<file path="src/rtl/ddr_fmt_pkg.sv">
package ddr_fmt_pkg;

    typedef enum logic [1:0] {
        OM_FULL     = 2'd0,
        OM_DDR_CMOS = 2'd1,
        OM_DDR_LVDS = 2'd2,
        OM_FULL_ALT = 2'd3
    } out_mode_e;

    // Both double-data-rate codes share one digital lane format.
    function automatic logic mode_is_ddr(input logic [1:0] m);
        return (out_mode_e'(m) == OM_DDR_CMOS) || (out_mode_e'(m) == OM_DDR_LVDS);
    endfunction

endpackage

</file>
<file path="src/rtl/ddr_fmt_phase.sv">
// Half-period marker: 0 on the first-half edge of each sample period.
module ddr_fmt_phase (
    input  logic clk,
    input  logic rst_n,
    output logic phase
);
    logic phase_d, phase_q;

    always_comb begin
        phase_d = ~phase_q;
    end

    always_ff @(posedge clk or negedge rst_n) begin
        if (!rst_n) phase_q <= 1'b0;
        else        phase_q <= phase_d;
    end

    assign phase = phase_q;
endmodule

</file>
<file path="src/rtl/ddr_fmt_delay.sv">
// Fixed sample-period delay line, advanced once per sample period.
module ddr_fmt_delay #(
    parameter int W     = 34,
    parameter int DEPTH = 6
) (
    input  logic         clk,
    input  logic         rst_n,
    input  logic         adv,
    input  logic [W-1:0] din,
    output logic [W-1:0] dout
);
    logic [W-1:0] st_d [DEPTH];
    logic [W-1:0] st_q [DEPTH];

    generate
        for (genvar i = 0; i < DEPTH; i++) begin : g_stage
            if (i == 0) begin : g_head
                always_comb st_d[i] = adv ? din : st_q[i];
            end else begin : g_body
                always_comb st_d[i] = adv ? st_q[i-1] : st_q[i];
            end
            always_ff @(posedge clk or negedge rst_n) begin
                if (!rst_n) st_q[i] <= '0;
                else        st_q[i] <= st_d[i];
            end
        end
    endgenerate

    assign dout = st_q[DEPTH-1];
endmodule

</file>
<file path="src/rtl/ddr_fmt_lanes.sv">
// Combinational lane mapper for one half of a sample period.
module ddr_fmt_lanes #(
    parameter int DW = 16
) (
    input  logic [DW:0]       word_a,   // {ovf, data} channel 1
    input  logic [DW:0]       word_b,   // {ovf, data} channel 2
    input  logic              ddr,
    input  logic              half,     // 0 first half, 1 second half
    input  logic              off,
    output logic [2*DW+1:0]   lanes
);
    localparam int LPC = DW / 2;
    localparam int NL  = 2 * (DW + 1);

    logic [NL-1:0] full_map;
    logic [NL-1:0] ddr_map;

    assign full_map = {word_b, word_a};

    generate
        for (genvar k = 0; k < LPC; k++) begin : g_pair
            assign ddr_map[k]       = half ? word_a[2*k+1] : word_a[2*k];
            assign ddr_map[LPC + k] = half ? word_b[2*k+1] : word_b[2*k];
        end
    endgenerate

    assign ddr_map[DW]        = half ? word_b[DW] : word_a[DW];
    assign ddr_map[NL-1:DW+1] = '0;

    always_comb begin
        if (off)      lanes = '0;
        else if (ddr) lanes = ddr_map;
        else          lanes = full_map;
    end
endmodule

</file>
<file path="src/rtl/ddr_fmt_top.sv">
module ddr_fmt_top
    import ddr_fmt_pkg::*;
#(
    parameter int DW  = 16,
    parameter int LAT = 6
) (
    input  logic                clk,
    input  logic                rst_n,
    input  logic [DW-1:0]       ch1_data,
    input  logic                ch1_ovf,
    input  logic [DW-1:0]       ch2_data,
    input  logic                ch2_ovf,
    input  logic [1:0]          out_mode,
    input  logic                out_off,
    output logic [2*DW+1:0]     lanes,
    output logic                clk_out
);
    localparam int WW = DW + 1;
    localparam int NL = 2 * WW;

    typedef struct packed {
        logic [NL-1:0] word;
        logic          ddr;
        logic          off;
        logic [NL-1:0] lanes;
        logic          clk;
    } st_t;

    st_t           s_d, s_q;
    logic          phase;
    logic [NL-1:0] dly_out;
    logic [NL-1:0] fmt_word;
    logic          fmt_ddr;
    logic          fmt_off;
    logic [NL-1:0] lanes_nxt;

    ddr_fmt_phase u_phase (
        .clk   (clk),
        .rst_n (rst_n),
        .phase (phase)
    );

    ddr_fmt_delay #(.W(NL), .DEPTH(LAT)) u_delay (
        .clk   (clk),
        .rst_n (rst_n),
        .adv   (~phase),
        .din   ({ch2_ovf, ch2_data, ch1_ovf, ch1_data}),
        .dout  (dly_out)
    );

    // Controls and word are taken at the first-half edge and reused for the second half.
    always_comb begin
        fmt_word = phase ? s_q.word : dly_out;
        fmt_ddr  = phase ? s_q.ddr  : mode_is_ddr(out_mode);
        fmt_off  = phase ? s_q.off  : out_off;
    end

    ddr_fmt_lanes #(.DW(DW)) u_lanes (
        .word_a (fmt_word[WW-1:0]),
        .word_b (fmt_word[NL-1:WW]),
        .ddr    (fmt_ddr),
        .half   (phase),
        .off    (fmt_off),
        .lanes  (lanes_nxt)
    );

    always_comb begin
        s_d       = s_q;
        s_d.word  = fmt_word;
        s_d.ddr   = fmt_ddr;
        s_d.off   = fmt_off;
        s_d.lanes = lanes_nxt;
        s_d.clk   = fmt_off ? 1'b0 : phase;
    end

    always_ff @(posedge clk or negedge rst_n) begin
        if (!rst_n) s_q <= '0;
        else        s_q <= s_d;
    end

    assign lanes   = s_q.lanes;
    assign clk_out = s_q.clk;
endmodule

</file>
<file path="config.mk">
export PLATFORM = sky130hd
export DESIGN_NAME = ddr_fmt_top
export DESIGN_NICKNAME = d
export VERILOG_FILES = /design/src/rtl/ddr_fmt_pkg.sv /design/src/rtl/ddr_fmt_phase.sv /design/src/rtl/ddr_fmt_delay.sv /design/src/rtl/ddr_fmt_lanes.sv /design/src/rtl/ddr_fmt_top.sv
export SDC_FILE = /design/constraint.sdc
export NUM_CORES = 1
export LEC_CHECK = 0
export BUFFER_PORTS_ARGS = -buffer_cell sky130_fd_sc_hd__buf_2
export CORE_ASPECT_RATIO = 1.2
export CORE_UTILIZATION = 40
export CTS_CLUSTER_DIAMETER = 50
export DETAILED_ROUTE_END_ITERATION = 7
export GPL_TIMING_DRIVEN = 0
export HOLD_SLACK_MARGIN = 0.03
export PLACE_DENSITY = 0.62
export SLEW_MARGIN = 20
export SYNTH_ARGS = -nofsm -noshare
export SYNTH_HDL_FRONTEND = slang
export SYNTH_SLANG_ARGS = --single-unit
</file>
<file path="constraint.sdc">
create_clock -name clk -period 2 [get_ports clk]
set_input_delay 0.4 -clock clk [delete_from_list [all_inputs] [get_ports clk]]
set_output_delay 0.4 -clock clk [all_outputs]
set_load 0.01 [all_outputs]
</file>
==> flow_metrics.py, run 1 <==
metrics = {
    "status": {
        "status": "finished with violations",
        "violations": "design-rule violations",
    },
    "setup_path": {
        "crit_chain": "dlygate4sd3_1, buf_8, buf_16, buf_16, buf_16",
        "crit_fanout": 68,
        "end_kind": "async pin",
        "reg2regPathDepth": 4,
        "arrival_ps": 2360,
        "slowest_stage": "dlygate4sd3_1",
        "ff2ff_setup_slack_ps": 370,
        "cp-start-kind": "primary input",
        "critPathKind": "in2async",
        "path_buf_inv": 5,
        "r2r-start": "u_phase.phase",
        "cp_data_required_time_ps": 2680,
        "cp_common_cell": "buf_16",
        "slowest_delay_ps": 560,
        "r2r_end": "u_delay.st_q[197]",
        "path_delay_family": "buffers and inverters",
    },
    "pwr": {
        "p_per_area_nw_per_um2": 938,
        "sw_frac_of_total_pct": 21.3,
        "combPwrFrac_pct": 6.0,
        "clkPwrFrac_pct": 43.0,
        "vdd_ir_drop_max_mv": 0.521,
        "p_leak_nw": 5.72,
        "netSwitchingPower_w": 0.00252,
        "power.internal_w": 0.00931,
        "p_seq_share_pct": 51.0,
    },
    "synth": {
        "ys_async_sr_fraction_pct": 100,
        "synth_top_area_share_pct": 64.0,
        "syn-instance-count": 688,
        "synth_ff_type": "dfrtp_1",
        "netlist_area_um2": 10800,
        "synthAdderAreaFrac_pct": 0,
        "synth-simple-area-share_pct": 2.12,
        "synth_compound_area_share_pct": 2.33,
        "synth_fp_nets": 727,
        "yosys_warnings": 0,
        "synth_xor_xnor_area_share_pct": 0.232,
        "seq_area_frac_synth_pct": 64.0,
        "synth-seq-cells": 276,
        "synth_largest_area_cell": "dfrtp_1",
        "synth_area_per_cell_um2": 15.7,
        "yosysUniqueCellTypes": 22,
        "synth-edff-count": 0,
        "ys_top_cells_by_count": "276 x dfrtp_1, 240 x mux2_2, 47 x buf_4, 22 x nand2_1, 20 x buf_2",
        "synth_mux_area_share_pct": 26.6,
        "ys_top_cells_by_area": "dfrtp_1 64%, mux2_2 25%, buf_4 3.3%",
        "yosysMostFrequentCell": "dfrtp_1",
        "synth_top_family_by_area": "multiplexers",
    },
    "hold_path": {
        "holdPathEnd": "u_delay.st_q[170]",
        "worstHoldPathCells": 2,
        "hp-class": "in2reg",
        "hp-start": "ch1_data[0]",
    },
    "detailed_routing": {
        "avgRoutedWirePerCell_um": 16.1,
        "post_drt_via_cell_ratio": 4.82,
        "first_pass_iters": 6,
        "wirelength_um": 18500,
        "vias": 5548,
        "drc": 10,
        "ant_nets": 0,
        "drtIter0Drc": 167,
    },
    "cells_and_area": {
        "fill_cells": 2314,
        "nNetsFinal": 836,
        "area_growth_pct": 16.9,
        "ff_latch_area_um2": 6910,
        "post-route-util_pct": 47.7,
        "antenna_cells": 0,
        "drive_above_1_share_pct": 53.3,
        "multi_input_area_um2": 3380,
    },
    "floorplanning": {
        "die_y_um": 182,
        "core_area_um2": 26400,
        "io_pins": 74,
        "rows": 65,
        "dieArea_um2": 27600,
        "initial_core_util_pct": 40.8,
        "die_w_um": 152,
    },
    "clocking": {
        "cts_max_level": 1,
        "cts_made_buffers": 29,
        "cts_buffer_depth": 3,
        "clk_pin_slew_ps": 60,
        "cts_setup_buffers": 0,
        "clock-sinks": 276,
        "cts_tree": "done",
        "cts-root-buf": "clkbuf_16",
        "clock_latency_ps": 530,
    },
    "sta": {
        "fin_skew_ps": 7.79,
        "fmax_mhz": 593,
        "slew_violations": 0,
        "min_period_ps": 1690,
        "finalSetupViolCount": 0,
        "grt_setup_unrepaired": "false",
        "slew_headroom_pct": 56.5,
        "layout_worst_path_cycle_share_pct": 84.3,
        "fin_ws_ps": 314,
        "hold_violations": 0,
        "whs_ps": 98.6,
        "tightest_slew_ps": 648,
    },
    "global_route": {
        "grt_pass1_wl_um": 30600,
        "grt_pass1_vias": 5662,
        "antenna_found_initial": 0,
        "gr-total-overflow": 0,
        "track_usage_pct": 13.7,
        "grt_max_degree": 100,
    },
    "placement": {
        "place_congestion": 0.844,
        "hpwl_um": 12900,
        "port_buffers": 73,
        "dp_slack_ps": 109,
    },
    "job": {
        "maxCapViolCount": 0,
    },
}
layout by cell type (no fill, tap or decap), drive strengths merged:
cell type,count
o21a,7
or2,1
inv,2
o22ai,1
and2,17
o21ai,8
clkbuf,44
a31oi,7
a211oi,2
nor2,6
dlygate4sd3,1
clkinv,5
mux2i,17
clkinvlp,1
bufinv,1
mux2,240
xor2,1
o311a,8
xnor2,1
buf,147
dfrtp,276
nand2b,1
nand2,22
flip-flops by register name, indices dropped and copies added, names as in the netlist:
name           flops
u_delay.dout      34
lanes             34
u_delay.st_q     170
u_phase.phase      1
clk_out            1
s_q               36
worst reg2reg max path: stages (launching register included):
cell	delay, ps
dfrtp_1	340
buf_6	120
buf_2	290
buf_2	390
mux2_2	380
timing repair:
| item | 4_1_cts | 5_1_grt |
|---|---|---|
| hold buffers | 1 | 0 |
| gates resized for setup | 0 | 0 |
| hold endpoints to repair | 49 | 0 |
| endpoints found under the setup margin | 0 | 68 |
power groups by stage:
stage | registers [W] | logic, W | clock network, W
after global routing | 0.00607 | 0.000794 | 0.00547
after CTS | 0.00604 | 0.000724 | 0.00525
final | 0.00604 | 0.000713 | 0.00508
after global placement | 0.00614 | 0.000681 | 0
after floorplan | 0.00607 | 0.000447 | 0
after detailed placement | 0.00614 | 0.000718 | 0
area by class of cell:
cell class	count	share of cell area, %
Clock buffer	43	6.72
Timing Repair Buffer	78	3.91
Clock inverter	7	0.526
Tap cell	335	3.32
Multi-Input combinational cell	339	26.8
Buffer	71	3.95
Inverter	2	0.0595
Sequential cell	276	54.7
metrics by stage:
stage	TNS (ps)	cells	area (um2)	total power [W]
2_1_floorplan	0	688	10800	0.00652
5_1_grt	0	1151	12600	0.0123
6_report	0	1151	12600	0.0118
3_5_place_dp	0	1099	11700	0.00686
4_1_cts	0	1150	12600	0.0120
3_3_place_gp	-1255440	1096	11600	0.00682
metal layers:
| layer | wire length (um) | GRT usage, % | vias to the layer above | part of all wire (%) |
|---|---|---|---|---|
| li1 | - | - | 2604 | - |
| met1 | 8440 | 18.3 | 2797 | 46 |
| met2 | 8860 | 22.8 | 112 | 48 |
| met3 | 639 | 1.93 | 35 | 3.5 |
| met4 | 538 | 5.22 | 0 | 2.9 |
| met5 | 0 | 0 | - | 0 |
worst max path at each step:
| stage | from | slack [ps] | to | cells past startpoint |
|---|---|---|---|---|
| 2_1_floorplan | u_phase.phase | 640 | u_delay.st_q[100] | 5 |
| 3_3_place_gp | rst_n | -4580 | lanes[25] | 1 |
| 3_5_place_dp | rst_n | 110 | lanes[25] | 4 |
| 5_1_grt | rst_n | 60 | u_delay.st_q[163] | 5 |
| 4_1_cts | rst_n | 80 | u_delay.st_q[65] | 5 |
| 6_report | rst_n | 310 | u_delay.st_q[202] | 5 |
logic make-up (layout without fill, tap and decap cells):
family | count (synthesis) | in the layout
AOI/OAI and AO/OA | 33 | 33
muxes | 257 | 257
buffers and inverters | 73 | 201
and+or+nand+nor | 47 | 47
DFF | 276 | 276
xor gates and xnor gates | 2 | 2
No activity file was read; power rests on OpenSTA's default activity.
==> run 2: changes to the inputs <==
--- a/config.mk
+++ b/config.mk
@@ -5,6 +5,7 @@
 export SDC_FILE = /design/constraint.sdc
 export NUM_CORES = 1
 export LEC_CHECK = 0
+export ABC_AREA = 1
 export BUFFER_PORTS_ARGS = -buffer_cell sky130_fd_sc_hd__buf_2
 export CORE_ASPECT_RATIO = 1.2
 export CORE_UTILIZATION = 40
==> constraint.sdc (replaced) <==
create_clock -name clk -period 1.6 [get_ports clk]
set_input_delay 0.32 -clock clk [delete_from_list [all_inputs] [get_ports clk]]
set_output_delay 0.32 -clock clk [all_outputs]
set_load 0.01 [all_outputs]
==> run 2 against run 1 <==
Against the previous run:
- the flow finishes with violations (design-rule violations, negative hold slack)
- hold slack lost 350 ps
- sequential power increased by 24%
- synthesized cell count increased by 73%
- count of clock-buffer cells in the layout shrank 4
- critical path depth up 1
- critical path type is now reg2reg
==> flow_metrics.py, run 2 <==
metrics = {
    "clocking": {
        "clock-sinks": 276,
        "cts_max_level": 1,
        "cts_tree": "done",
        "cts_buffer_depth": 3,
        "ctsHoldBuffers": 34,
        "cts_made_buffers": 28,
        "clock_latency_ps": 530,
        "cts-root-buf": "clkbuf_16",
        "clk_pin_slew_ps": 60,
    },
    "job": {
        "maxCapViolCount": 0,
    },
    "status": {
        "status": "finished with violations",
        "violations": "design-rule violations, negative hold slack",
    },
    "setup_path": {
        "critPathKind": "reg2reg",
        "path_delay_family": "buffers and inverters",
        "cp_data_required_time_ps": 2040,
        "crit_chain": "buf_6, buf_4, buf_2, o21ai_0, nor2_1, nor2_1",
        "arrival_ps": 1990,
        "end_kind": "flop",
        "cp-start-kind": "flop",
        "slowest_delay_ps": 370,
        "path_buf_inv": 3,
        "r2r-start": "u_phase.phase",
        "slowest_stage": "dfrtp_1",
        "reg2regPathDepth": 6,
        "r2r_end": "lanes[0]",
        "ff2ff_setup_slack_ps": 50,
        "cp_common_cell": "nor2_1",
        "crit_fanout": 10,
    },
    "synth": {
        "synth-seq-cells": 276,
        "synth_ff_type": "dfrtp_1",
        "yosysMostFrequentCell": "nand2_1",
        "synth_largest_area_cell": "dfrtp_1",
        "ys_top_cells_by_area": "dfrtp_1 64%, nand2_1 14%, o21ai_0 7.0%",
        "syn-instance-count": 1190,
        "ys_top_cells_by_count": "410 x nand2_1, 276 x dfrtp_1, 151 x o21ai_0, 138 x inv_1, 74 x nor2_1",
        "seq_area_frac_synth_pct": 63.7,
        "ys_async_sr_fraction_pct": 100,
        "synth_area_per_cell_um2": 9.10,
        "synth_fp_nets": 1229,
        "yosys_warnings": 0,
        "netlist_area_um2": 10800,
        "synth-edff-count": 0,
        "yosysUniqueCellTypes": 20,
        "synth_top_area_share_pct": 63.7,
    },
    "placement": {
        "placed_area_um2": 11700,
        "placed_cells": 1601,
        "hpwl_um": 14800,
        "port_buffers": 73,
        "place_congestion": 0.828,
    },
    "detailed_routing": {
        "drtIter0Drc": 348,
        "drc": 6,
        "avgRoutedWirePerCell_um": 12.6,
        "ant_nets": 0,
        "post_drt_via_cell_ratio": 4.37,
        "wirelength_um": 21400,
        "vias": 7381,
        "first_pass_iters": 8,
    },
    "cells_and_area": {
        "layout_common_cells": "410 x nand2_1, 276 x dfrtp_1, 149 x o21ai_0",
        "fin_area_um2": 13100,
        "drive_above_1_share_pct": 17.0,
        "antenna_cells": 0,
        "fill_cells": 2532,
        "stdcell_count": 1689,
        "nNetsFinal": 1371,
        "regMostFlops": "u_delay.st_q",
        "largest_reg_flops": 170,
        "reg.largest.list": "u_delay.st_q (170), s_q (36)",
        "mostFrequentLayoutCell": "nand2_1",
        "area_growth_pct": 20.9,
    },
    "hold_path": {
        "hp-class": "in2async",
    },
    "sta": {
        "hold_violations": 77,
        "grt_setup_unrepaired": "false",
        "layout_worst_path_cycle_share_pct": 96.6,
        "fmax_mhz": 647,
        "whs_ps": -248,
        "finalSetupTns_ps": 0,
        "fin_skew_ps": 12.2,
        "tightest_slew_ps": 585,
        "finalSetupViolCount": 0,
        "slew_headroom_pct": 61.0,
        "min_period_ps": 1550,
        "slew_violations": 0,
    },
    "global_route": {
        "gr-total-overflow": 0,
        "grt_pass1_vias": 7499,
        "grt_pass1_wl_um": 36200,
        "grt_max_degree": 79,
        "antenna_found_initial": 0,
        "track_usage_pct": 16.1,
    },
    "pwr": {
        "p_per_area_nw_per_um2": 1120,
        "p_leak_nw": 6.90,
        "vdd_ir_drop_max_mv": 0.715,
    },
    "floorplanning": {
        "dieArea_um2": 27800,
        "io_pins": 74,
        "rows": 65,
        "die_w_um": 152,
        "core_area_um2": 26400,
        "initial_core_util_pct": 41.0,
        "die_y_um": 182,
    },
}
-- run 2: worst max-delay path by stage --
stage / start / endpoint / slack, ps / cells past startpoint
after floorplan: u_phase.phase / lanes[11] / 230 / 8
after global placement: rst_n / lanes[30] / -4640 / 1
after detailed placement: u_phase.phase / lanes[14] / -370 / 6
after CTS: u_phase.phase / lanes[13] / -1 / 6
after global routing: u_phase.phase / lanes[19] / 6 / 6
final: u_phase.phase / lanes[0] / 50 / 6
-- run 2: area by class of cell --
| type | instances | area [um2] | share of cell area (%) |
|---|---|---|---|
| flip-flops and latches | 276 | 6910 | 52.7 |
| multi-input cells | 680 | 2870 | 21.9 |
| clock buffers | 39 | 833 | 6.36 |
| repair buffers | 113 | 821 | 6.27 |
| plain buffers | 94 | 644 | 4.92 |
| inverters | 139 | 522 | 3.98 |
| well taps | 335 | 419 | 3.20 |
| clock inverters | 13 | 85.1 | 0.649 |
-- run 2: kinds of logic (layout without fill, tap and decap cells) --
family	count (synthesis)	in the layout	share of synthesized area, %
compound gates	163	163	7.75
buf+inv	234	398	9.98
flops	276	276	63.7
simple gates	517	517	18.5
-- run 2: routing by layer --
metal  up-vias  track usage [%]  share of wire, %
met5         -                0                 0
met4         0             4.61               2.2
met3        34             1.99               3.4
met2       120             28.7                49
met1      3364             20.5                46
li1       3863                -                 -
-- run 2: what timing repair did --
action                                 4_1_cts  5_1_grt
setup endpoints to repair                  224      182
endpoints found under the hold margin      111       77
pin swaps                                    0        1
gates resized for setup                     26       26
setup buffers                                2        1
-- run 2: worst reg2reg max path, stage by stage, from the launching register on --
cell and delay, ps:
dfrtp_1 370, buf_6 140, buf_4 190, buf_2 210, o21ai_0 300, nor2_1 110
nor2_1 150
-- run 2: power by group --
group,switching (W),internal [W]
Combinational,0.000521,0.000405
Sequential,0.000140,0.00734
Clock,0.00266,0.00365
-- run 2: per-stage QoR --
step / util (%) / hold WS, ps / setup WS [ps] / total power, W
3_3_place_gp: 44.0 / 452 / -4640 / 0.00842
2_1_floorplan: - / 24.4 / 230 / 0.00807
5_1_grt: 49.6 / -219 / 5.77 / 0.0153
4_1_cts: 49.3 / -231 / -0.992 / 0.0149
6_report: 49.6 / -248 / 54.3 / 0.0147
3_5_place_dp: 44.3 / 331 / -365 / 0.00848
